===== src/rtl/txcsr_pkg.sv =====
// Package: bit positions of the transmit control/status word.
// Assumes a 16-bit word; positions are fixed because software decodes them.
package txcsr_pkg;
    localparam int WORD_W   = 16;
    localparam int MODE_W   = 4;
    localparam int RES_W    = 10;
    localparam int MODE_LSB = 12;
    localparam int B_IRQREQ = 15;
    localparam int B_WINSEL = 14;
    localparam int B_FCSOFF = 13;
    localparam int B_TMROFF = 12;
    localparam int B_SPARE  = 11;
    localparam int B_XDEFER = 10;
    localparam int B_DEFER  = 9;
    localparam int B_NOCAR  = 8;
    localparam int B_CARLOS = 7;
    localparam int B_XCOLL  = 6;
    localparam int B_LATE   = 5;
    localparam int B_RSVD   = 4;
    localparam int B_SENTOK = 0;
    localparam logic [WORD_W-1:0] RESET_WORD = 16'h0101;

    typedef struct packed {
        logic irq_req;
        logic win_sel;
        logic fcs_off;
        logic tmr_off;
    } mode_t;
endpackage


===== src/rtl/txcsr_mode.sv =====
// Mode latch: holds the four per-packet mode bits, detects the 0->1
// interrupt-request edge and selects the late-collision window start.
// Assumes tx_start_i is a single-cycle strobe.
module txcsr_mode
    import txcsr_pkg::*;
(
    input  logic              clk,
    input  logic              rst_n,
    input  logic              tx_start_i,
    input  logic [MODE_W-1:0] cfg_mode_i,
    input  logic              sfd_i,
    input  logic              preamble_i,
    output mode_t             mode_o,
    output logic              irq_o,
    output logic              owc_start_o
);
    mode_t mode_q;
    mode_t mode_d;
    logic  irq_q;
    logic  owc_q;

    // Next mode value: reload on packet start only.
    always_comb begin
        mode_d = mode_q;
        if (tx_start_i) begin
            mode_d = mode_t'(cfg_mode_i);
        end
    end

    // Mode storage.
    always_ff @(posedge clk) begin
        if (!rst_n) begin
            mode_q <= '0;
        end else begin
            mode_q <= mode_d;
        end
    end

    // One-shot interrupt on a rising interrupt-request bit.
    always_ff @(posedge clk) begin
        if (!rst_n) begin
            irq_q <= 1'b0;
        end else begin
            irq_q <= tx_start_i && mode_d.irq_req && !mode_q.irq_req;
        end
    end

    // Window start pulse from the selected engine event.
    always_ff @(posedge clk) begin
        if (!rst_n) begin
            owc_q <= 1'b0;
        end else begin
            owc_q <= mode_q.win_sel ? preamble_i : sfd_i;
        end
    end

    assign mode_o      = mode_q;
    assign irq_o       = irq_q;
    assign owc_start_o = owc_q;
endmodule


===== src/rtl/txcsr_defer.sv =====
// Deferral timer: counts consecutive deferring cycles while enabled and
// raises a single expiry per deferral episode at DEFER_LIMIT cycles.
// Assumes defer_i is a synchronous level from the transmit engine.
module txcsr_defer #(
    parameter int DEFER_LIMIT = 320000
) (
    input  logic clk,
    input  logic rst_n,
    input  logic enable_i,
    input  logic defer_i,
    output logic expire_o,
    output logic abort_o
);
    localparam int CNT_W = (DEFER_LIMIT > 1) ? $clog2(DEFER_LIMIT) : 1;
    localparam logic [CNT_W-1:0] LAST = CNT_W'(DEFER_LIMIT - 1);

    logic [CNT_W-1:0] cnt_q;
    logic             fired_q;
    logic             abort_q;
    logic             run;

    assign run      = defer_i && enable_i;
    assign expire_o = run && !fired_q && (cnt_q == LAST);

    // Count consecutive deferral cycles; restart when deferral stops.
    always_ff @(posedge clk) begin
        if (!rst_n) begin
            cnt_q   <= '0;
            fired_q <= 1'b0;
        end else if (!run) begin
            cnt_q   <= '0;
            fired_q <= 1'b0;
        end else if (expire_o) begin
            cnt_q   <= '0;
            fired_q <= 1'b1;
        end else if (!fired_q) begin
            cnt_q   <= cnt_q + 1'b1;
        end
    end

    // Registered abort pulse, aligned with the flag update.
    always_ff @(posedge clk) begin
        if (!rst_n) begin
            abort_q <= 1'b0;
        end else begin
            abort_q <= expire_o;
        end
    end

    assign abort_o = abort_q;
endmodule


===== src/rtl/txcsr_status.sv =====
// Status flags: result capture at packet end, selective clears at
// write-back and at the next start, and excessive-deferral set.
// Assumes the three strobes are mutually exclusive.
module txcsr_status
    import txcsr_pkg::*;
(
    input  logic             clk,
    input  logic             rst_n,
    input  logic             tx_start_i,
    input  logic             tx_end_i,
    input  logic             wb_done_i,
    input  logic             expire_i,
    input  logic [RES_W-1:0] result_i,
    output logic [B_XDEFER:0] flags_o
);
    logic [B_XDEFER:0] flg_q;
    logic [B_XDEFER:0] flg_d;

    // Next flag value by lifecycle event.
    always_comb begin
        flg_d = flg_q;
        if (expire_i) begin
            flg_d[B_XDEFER] = 1'b1;
        end
        if (tx_end_i) begin
            flg_d[RES_W-1:0] = result_i;
        end
        if (wb_done_i) begin
            flg_d[B_DEFER] = 1'b0;
            flg_d[B_LATE]  = 1'b0;
        end
        if (tx_start_i) begin
            flg_d[B_XDEFER] = 1'b0;
            flg_d[B_CARLOS] = 1'b0;
            flg_d[B_XCOLL]  = 1'b0;
            flg_d[1]        = 1'b0;
            flg_d[B_NOCAR]  = 1'b1;
        end
        flg_d[B_RSVD] = 1'b0;
    end

    // Flag storage with hardware reset pattern.
    always_ff @(posedge clk) begin
        if (!rst_n) begin
            flg_q <= RESET_WORD[B_XDEFER:0];
        end else begin
            flg_q <= flg_d;
        end
    end

    assign flags_o = flg_q;
endmodule


===== src/rtl/txctl_stat_reg.sv =====
// Top: transmit control/status word. Joins the mode latch, the deferral
// timer and the status flags into one 16-bit read value. The software
// reset input is accepted and deliberately ignored.
module txctl_stat_reg
    import txcsr_pkg::*;
#(
    parameter int DEFER_LIMIT = 320000
) (
    input  logic        clk,
    input  logic        rst_n,
    input  logic        soft_rst_i,
    input  logic        tx_start_i,
    input  logic [15:0] cfg_i,
    input  logic        tx_end_i,
    input  logic [9:0]  result_i,
    input  logic        wb_done_i,
    input  logic        defer_i,
    input  logic        sfd_i,
    input  logic        preamble_i,
    output logic [15:0] word_o,
    output logic        crc_omit_o,
    output logic        owc_start_o,
    output logic        irq_o,
    output logic        abort_o
);
    mode_t             mode;
    logic              defer_expire;
    logic [B_XDEFER:0] flags;
    logic              unused_soft;

    assign unused_soft = soft_rst_i;

    txcsr_mode u_mode (
        .clk         (clk),
        .rst_n       (rst_n),
        .tx_start_i  (tx_start_i),
        .cfg_mode_i  (cfg_i[WORD_W-1:MODE_LSB]),
        .sfd_i       (sfd_i),
        .preamble_i  (preamble_i),
        .mode_o      (mode),
        .irq_o       (irq_o),
        .owc_start_o (owc_start_o)
    );

    txcsr_defer #(.DEFER_LIMIT(DEFER_LIMIT)) u_defer (
        .clk      (clk),
        .rst_n    (rst_n),
        .enable_i (!mode.tmr_off),
        .defer_i  (defer_i),
        .expire_o (defer_expire),
        .abort_o  (abort_o)
    );

    txcsr_status u_stat (
        .clk        (clk),
        .rst_n      (rst_n),
        .tx_start_i (tx_start_i),
        .tx_end_i   (tx_end_i),
        .wb_done_i  (wb_done_i),
        .expire_i   (defer_expire),
        .result_i   (result_i),
        .flags_o    (flags)
    );

    // Assemble the read word.
    always_comb begin
        word_o = {mode, 1'b0, flags};
    end

    assign crc_omit_o = mode.fcs_off;
endmodule


===== config.mk =====
export PLATFORM = sky130hd
export DESIGN_NAME = txctl_stat_reg
export DESIGN_NICKNAME = d
export VERILOG_FILES = /design/src/rtl/txcsr_pkg.sv /design/src/rtl/txcsr_mode.sv /design/src/rtl/txcsr_defer.sv /design/src/rtl/txcsr_status.sv /design/src/rtl/txctl_stat_reg.sv
export SDC_FILE = /design/constraint.sdc
export NUM_CORES = 1
export LEC_CHECK = 0
export ABC_AREA = 1
export BUFFER_PORTS_ARGS = -buffer_cell sky130_fd_sc_hd__buf_2
export CAP_MARGIN = 40
export CELL_PAD_IN_SITES_DETAIL_PLACEMENT = 1
export CELL_PAD_IN_SITES_GLOBAL_PLACEMENT = 1
export CORE_UTILIZATION = 32
export CTS_BUF_LIST = sky130_fd_sc_hd__clkbuf_16
export DETAILED_ROUTE_END_ITERATION = 6
export PLACE_DENSITY_LB_ADDON = 0.05
export SLEW_MARGIN = 10
export SYNTH_ARGS = -nofsm -noshare
export SYNTH_HDL_FRONTEND = slang
export SYNTH_HIERARCHICAL = 1
export SYNTH_SLANG_ARGS = --single-unit

===== constraint.sdc =====
create_clock -name clk -period 1.18 [get_ports clk]
set_input_delay 0.295 -clock clk [delete_from_list [all_inputs] [get_ports clk]]
set_output_delay 0.295 -clock clk [all_outputs]
set_load 0.02 [all_outputs]

==> flow_metrics.env, run 1 <==
export IMPL_post_place_ws_ns=-0.171
export IMPL_end_kind="register"
export IMPL_yosys_warnings=6
export IMPL_synth_area_leaders="dfxtp_1 41%, nand2_1 11%, nor2_1 11%"
export IMPL_gp_congestion=0.716
export IMPL_syn_inst=250
export IMPL_routed_wl_mm=4.61
export IMPL_grt_pass1_wl_mm=8.07
export IMPL_n_antenna_cell=0
export IMPL_required_ns=1.38
export IMPL_viasPerCell=4.47
export IMPL_fin_ws_ns=-0.167
export IMPL_setup_viol=22
export IMPL_irDropWorstVdd_mv=0.736
export IMPL_cap_violations=0
export IMPL_hp_class="in -> reg"
export IMPL_vias=1773
export IMPL_fill_cells=693
export IMPL_drive_gt1_share_pct=40.7
export IMPL_path_clk_slew_ns=0.06
export IMPL_violations="negative setup slack"
export IMPL_crit_family="simple AND/OR/NAND/NOR gates"
export IMPL_synth_top_cell_by_area="dfxtp_1"
export IMPL_ant_nets=0
export IMPL_die_h_um=76.8
export IMPL_critPathMaxFanout=3
export IMPL_slowest_delay_ns=0.36
export IMPL_skew_ns=0.00460
export IMPL_cp_arrival_ns=1.55
export IMPL_cts_buffers=5
export IMPL_cts_buffer_depth=2
export IMPL_max_freq_ghz=0.742
export IMPL_ys_ff_latch=37
export IMPL_drc=0
export IMPL_pin_count=55
export IMPL_antenna_found_initial=0
export IMPL_grt_max_degree=13
export IMPL_die_x_um=76.8
export IMPL_port_buffers=38
export IMPL_syn_to_final_growth_pct=45.3
export IMPL_cp_cell_sequence="ha_4, nand2_4, nor2_4, buf_4, nand3_2, or2_0, a21oi_1"
export IMPL_htree_levels=2
export IMPL_synth_area_um2=1790
export IMPL_post_route_cell_area_um2=2600
export IMPL_min_period_over_period_pct=114
export IMPL_power_density_nw_per_um2=1260
export IMPL_ys_seq_area_share_pct=41.4
export IMPL_cp_start_kind="register"
export IMPL_clock_root_buffer="clkbuf_16"
export IMPL_syn_nets=286
export IMPL_synth_distinct_cells=27
export IMPL_total_power_mw=3.28
export IMPL_synth_area_per_cell_um2=7.16
export IMPL_hpwl_mm=3.35
export IMPL_holdBufCountCts=0
export IMPL_firstDrtPassIters=4
export IMPL_layout_commonest_cell="nand2_1"
export IMPL_wl_per_cell_um=11.6
export IMPL_final_nets=362
export IMPL_place_area_um2=2310
export IMPL_grt_setup_unrepaired="yes"
export IMPL_r2r_setup_slack_ns=-0.17
export IMPL_drt_iter0_markers=61
export IMPL_crit_type="reg -> reg"
export IMPL_std_cell_rows=26
export IMPL_start_util_pct=34.2
export IMPL_dieArea_um2=5900
export IMPL_cts_tree="yes"
export IMPL_status="finished with violations"
export IMPL_grt_pass1_vias=1825
export IMPL_gr_total_overflow=0
export IMPL_layout_min_cycle_time_ns=1.35
export IMPL_final_max_slew_viol_count=0
export IMPL_yosysTopAreaCellShare_pct=41.4
export IMPL_p_leak_nw=1.13
export IMPL_final_hold_viol_count=0
export IMPL_insertion_delay_ns=0.28
export IMPL_holdWs_ns=0.231
export IMPL_fin_util_pct=49.7
export IMPL_grtUsageTotal_pct=17.1
export IMPL_final_cell_mix="48 x nand2_1, 47 x nor2_1, 37 x buf_2, 34 x buf_4, 29 x dfxtp_1"
export IMPL_clock_sinks=37
export IMPL_cp_num_buf_inv=1
export IMPL_cp_slowest_cell="dfxtp_4"
export IMPL_coreArea_um2=5240
-- timing repair --
item / 4_1_cts / 5_1_grt
pin swaps: 11 / 11
gates resized for setup: 12 / 11
setup buffers: 3 / 1
setup endpoints to repair: 20 / 23
-- area by class of cell --
class                           instances  area (um2)  share of cell area, %
Timing Repair Buffer                   75         494                   19.0
Inverter                               33         131                   5.05
Clock inverter                          3        65.1                   2.50
Clock buffer                            5         125                   4.81
Multi-Input combinational cell        174         945                   36.3
Sequential cell                        37         753                   29.0
Tap cell                               70        87.6                   3.37
-- cells in the mapped netlist (all sizes together) --
library cell,number
nand3b,1
a21oi,16
xor2,7
o21ai,6
xnor2,1
nor2,55
nand4,3
or2,1
nand3,15
nand2,62
nor3,4
dfxtp,37
buf,6
ha,1
inv,33
conb,2
-- where the power goes --
| part | leakage [nW] | switching [mW] | internal, mW | total, mW |
|---|---|---|---|---|
| combinational | 0.736 | 0.154 | 0.106 | 0.261 |
| sequential | 0.305 | 0.0183 | 1.28 | 1.30 |
| clock | 0.0938 | 0.515 | 1.21 | 1.72 |
-- routing by layer --
| metal | track usage, % | wire length, um |
|---|---|---|
| met1 | 19.9 | 2080 |
| met2 | 29.8 | 2270 |
| met3 | 5.12 | 212 |
| met4 | 5.19 | 51 |
| met5 | 0 | 0 |
-- registers in the layout (all words and copies together) (netlist names) --
signal and count:
u_mode/irq_o 1, u_defer/cnt_q 19, u_stat/flags_o 10, u_mode/mode_o 4, u_defer/abort_o 1, u_defer/fired_q 1
u_mode/owc_start_o 1
-- through the flow --
stage | setup TNS (ns) | std cells
detailed placement | -1.70 | 385
finish | -2.17 | 397
global route | -4.13 | 397
CTS | -2.05 | 396
global placement | -1.57 | 385
floorplan | -0.173 | 250
-- worst min-delay path: cells and delay by family --
family / cells / cell delay [ns]
buf+inv: 1 / 0.08
simple gates: 2 / 0.11
-- final timing paths --
check               startpoint           endpoint  cells past startpoint
max           u_defer/cnt_q[0]   u_defer/cnt_q[6]                      7
min                result_i[8]  u_stat/flags_o[8]                      3
max reg2reg   u_defer/cnt_q[0]   u_defer/cnt_q[6]                      7
min reg2reg  u_stat/flags_o[1]  u_stat/flags_o[1]                      2
-- cell families (layout without fill, tap and decap cells) --
family / count (synthesis) / in the layout / share of synthesized area (%)
and+or+nand+nor: 141 / 141 / 35.7
AOI/OAI and AO/OA: 22 / 22 / 7.41
adders and majority gates: 1 / 1 / 0.699
buffers and inverters: 39 / 116 / 10.5
DFF: 37 / 37 / 41.4
xor gates and xnor gates: 8 / 8 / 3.91
other: 2 / 2 / 0.419
(Power assumes the default switching activity.)
==> run 2: changes to the inputs <==
--- a/config.mk
+++ b/config.mk
@@ -14,6 +14,7 @@
 export CTS_BUF_LIST = sky130_fd_sc_hd__clkbuf_16
 export DETAILED_ROUTE_END_ITERATION = 6
 export PLACE_DENSITY_LB_ADDON = 0.05
+export SKIP_CTS_REPAIR_TIMING = 1
 export SLEW_MARGIN = 10
 export SYNTH_ARGS = -nofsm -noshare
 export SYNTH_HDL_FRONTEND = slang
==> constraint.sdc (replaced) <==
create_clock -name clk -period 1.18 [get_ports clk]
set_input_delay 0 -clock clk [delete_from_list [all_inputs] [get_ports clk]]
set_output_delay 0 -clock clk [all_outputs]
set_load 0.02 [all_outputs]
==> flow_metrics.env, run 2 (synthesis gave the netlist of run 1 again) <==
export IMPL_p_sw_mw=0.721
export IMPL_path_clk_slew_ns=0.06
export IMPL_p_int_mw=2.18
export IMPL_combPwrFrac_pct=10.2
export IMPL_final_max_slew_viol_count=0
export IMPL_cap_violations=0
export IMPL_grt_setup_unrepaired="yes"
export IMPL_largest_reg_flops=19
export IMPL_pin_count=55
export IMPL_cts_buffer_depth=2
export IMPL_final_hold_viol_count=2
export IMPL_hpwl_mm=3.39
export IMPL_clock_root_buffer="clkbuf_16"
export IMPL_htree_levels=2
export IMPL_gr_total_overflow=0
export IMPL_max_freq_ghz=0.755
export IMPL_post_route_cell_area_um2=2720
export IMPL_final_cell_mix="49 x nand2_1, 40 x nor2_1, 38 x buf_2, 33 x buf_4, 28 x dfxtp_1"
export IMPL_drt_iter0_markers=47
export IMPL_end_kind="register"
export IMPL_syn_to_final_growth_pct=52.0
export IMPL_layout_commonest_cell="nand2_1"
export IMPL_fill_cells=669
export IMPL_hp_class="in -> reg"
export IMPL_grt_pass1_vias=1717
export IMPL_power_density_nw_per_um2=1070
export IMPL_die_x_um=76.8
export IMPL_post_place_ws_ns=-0.248
export IMPL_crit_type="reg -> reg"
export IMPL_clockPowerShare_pct=45.2
export IMPL_cp_start_kind="register"
export IMPL_holdWs_ns=-0.0281
export IMPL_final_nets=373
export IMPL_skew_ns=0.00298
export IMPL_min_period_over_period_pct=112
export IMPL_fin_util_pct=52.0
export IMPL_multi_input_area_um2=988
export IMPL_wl_per_cell_um=12.3
export IMPL_ant_nets=0
export IMPL_cts_tree="yes"
export IMPL_vias=1807
export IMPL_layout_min_cycle_time_ns=1.32
export IMPL_regMostFlops="u_defer/cnt_q"
export IMPL_required_ns=1.36
export IMPL_fin_ws_ns=-0.144
export IMPL_routed_wl_mm=5.03
export IMPL_grt_max_degree=13
export IMPL_grt_pass1_wl_mm=7.72
export IMPL_cp_arrival_ns=1.50
export IMPL_grtUsageTotal_pct=16.8
export IMPL_place_area_um2=2300
export IMPL_coreArea_um2=5240
export IMPL_insertion_delay_ns=0.28
export IMPL_violations="negative hold slack, negative setup slack"
export IMPL_status="finished with violations"
export IMPL_irDropWorstVdd_mv=0.666
export IMPL_firstDrtPassIters=4
export IMPL_std_cell_rows=26
export IMPL_viasPerCell=4.43
export IMPL_antenna_found_initial=0
export IMPL_drive_gt1_share_pct=43.5
export IMPL_swShare_pct=24.9
export IMPL_n_antenna_cell=0
export IMPL_p_leak_nw=1.18
export IMPL_critPathMaxFanout=5
export IMPL_dieArea_um2=5900
export IMPL_drc=0
export IMPL_clock_sinks=37
export IMPL_die_h_um=76.8
export IMPL_power_share_sequential_pct=44.6
export IMPL_setup_viol=20
export IMPL_gp_congestion=0.758
export IMPL_start_util_pct=34.2
export IMPL_register_area_um2=759
export IMPL_port_buffers=38
export IMPL_cts_buffers=5
[run 2: cell count changes in the layout (fill, tap and decap cells not counted), moves of 3 or more]
cell,delta
nor2_2,+6
a21oi_2,+3
dlygate4sd3_1,+10
a21oi_1,-3
nor2_1,-7
[run 2: area by class of cell]
cell class                 count  area share, %
multi-input combinational    174           36.3
sequential                    37           27.9
timing repair buffer          86           22.5
inverter                      33           4.83
clock buffer                   5           4.60
tap                           70           3.22
clock inverter                 3          0.644
[run 2: worst paths after layout]
path	startpoint	cells past startpoint	endpoint	slack [ns]
setup reg to reg	u_defer/cnt_q[1]	8	u_defer/cnt_q[18]	-0.14
hold reg to reg	u_stat/flags_o[7]	2	u_stat/flags_o[7]	0.46
hold / removal	result_i[6]	3	u_stat/flags_o[6]	-0.03
setup / recovery	u_defer/cnt_q[1]	8	u_defer/cnt_q[18]	-0.14
[run 2: critical path: stages, from the launching register on]
cell,delay (ns)
dfxtp_4,0.36
ha_4,0.15
nand2_4,0.05
nor2_4,0.16
nand3_4,0.13
nor2_4,0.16
nand3_1,0.09
nand2_1,0.07
nor2_1,0.03
[run 2: per-layer routing]
metal  share of wire (%)  vias to the layer above  global-route usage (%)
li1                    -                      935                       -
met1                  43                      833                    19.8
met2                  51                       32                    27.7
met3                 4.6                        7                    5.83
met4                 1.4                        0                    6.35
met5                   0                        -                       0
[run 2: power groups by stage]
stage	Sequential (mW)	Combinational, mW	Clock (mW)
6_report	1.29	0.295	1.31
2_1_floorplan	1.36	0.120	0
3_3_place_gp	1.32	0.254	0
4_1_cts	1.30	0.259	1.35
5_1_grt	1.30	0.325	1.40
3_5_place_dp	1.33	0.258	0
[run 2: metrics by stage]
step	std cells	TNS, ns	power, mW
floorplan	250	-0.173	1.48
finish	408	-1.77	2.90
detailed placement	383	-2.13	1.58
CTS	391	-2.64	2.91
global route	408	-3.66	3.02
global placement	383	-2.11	1.58
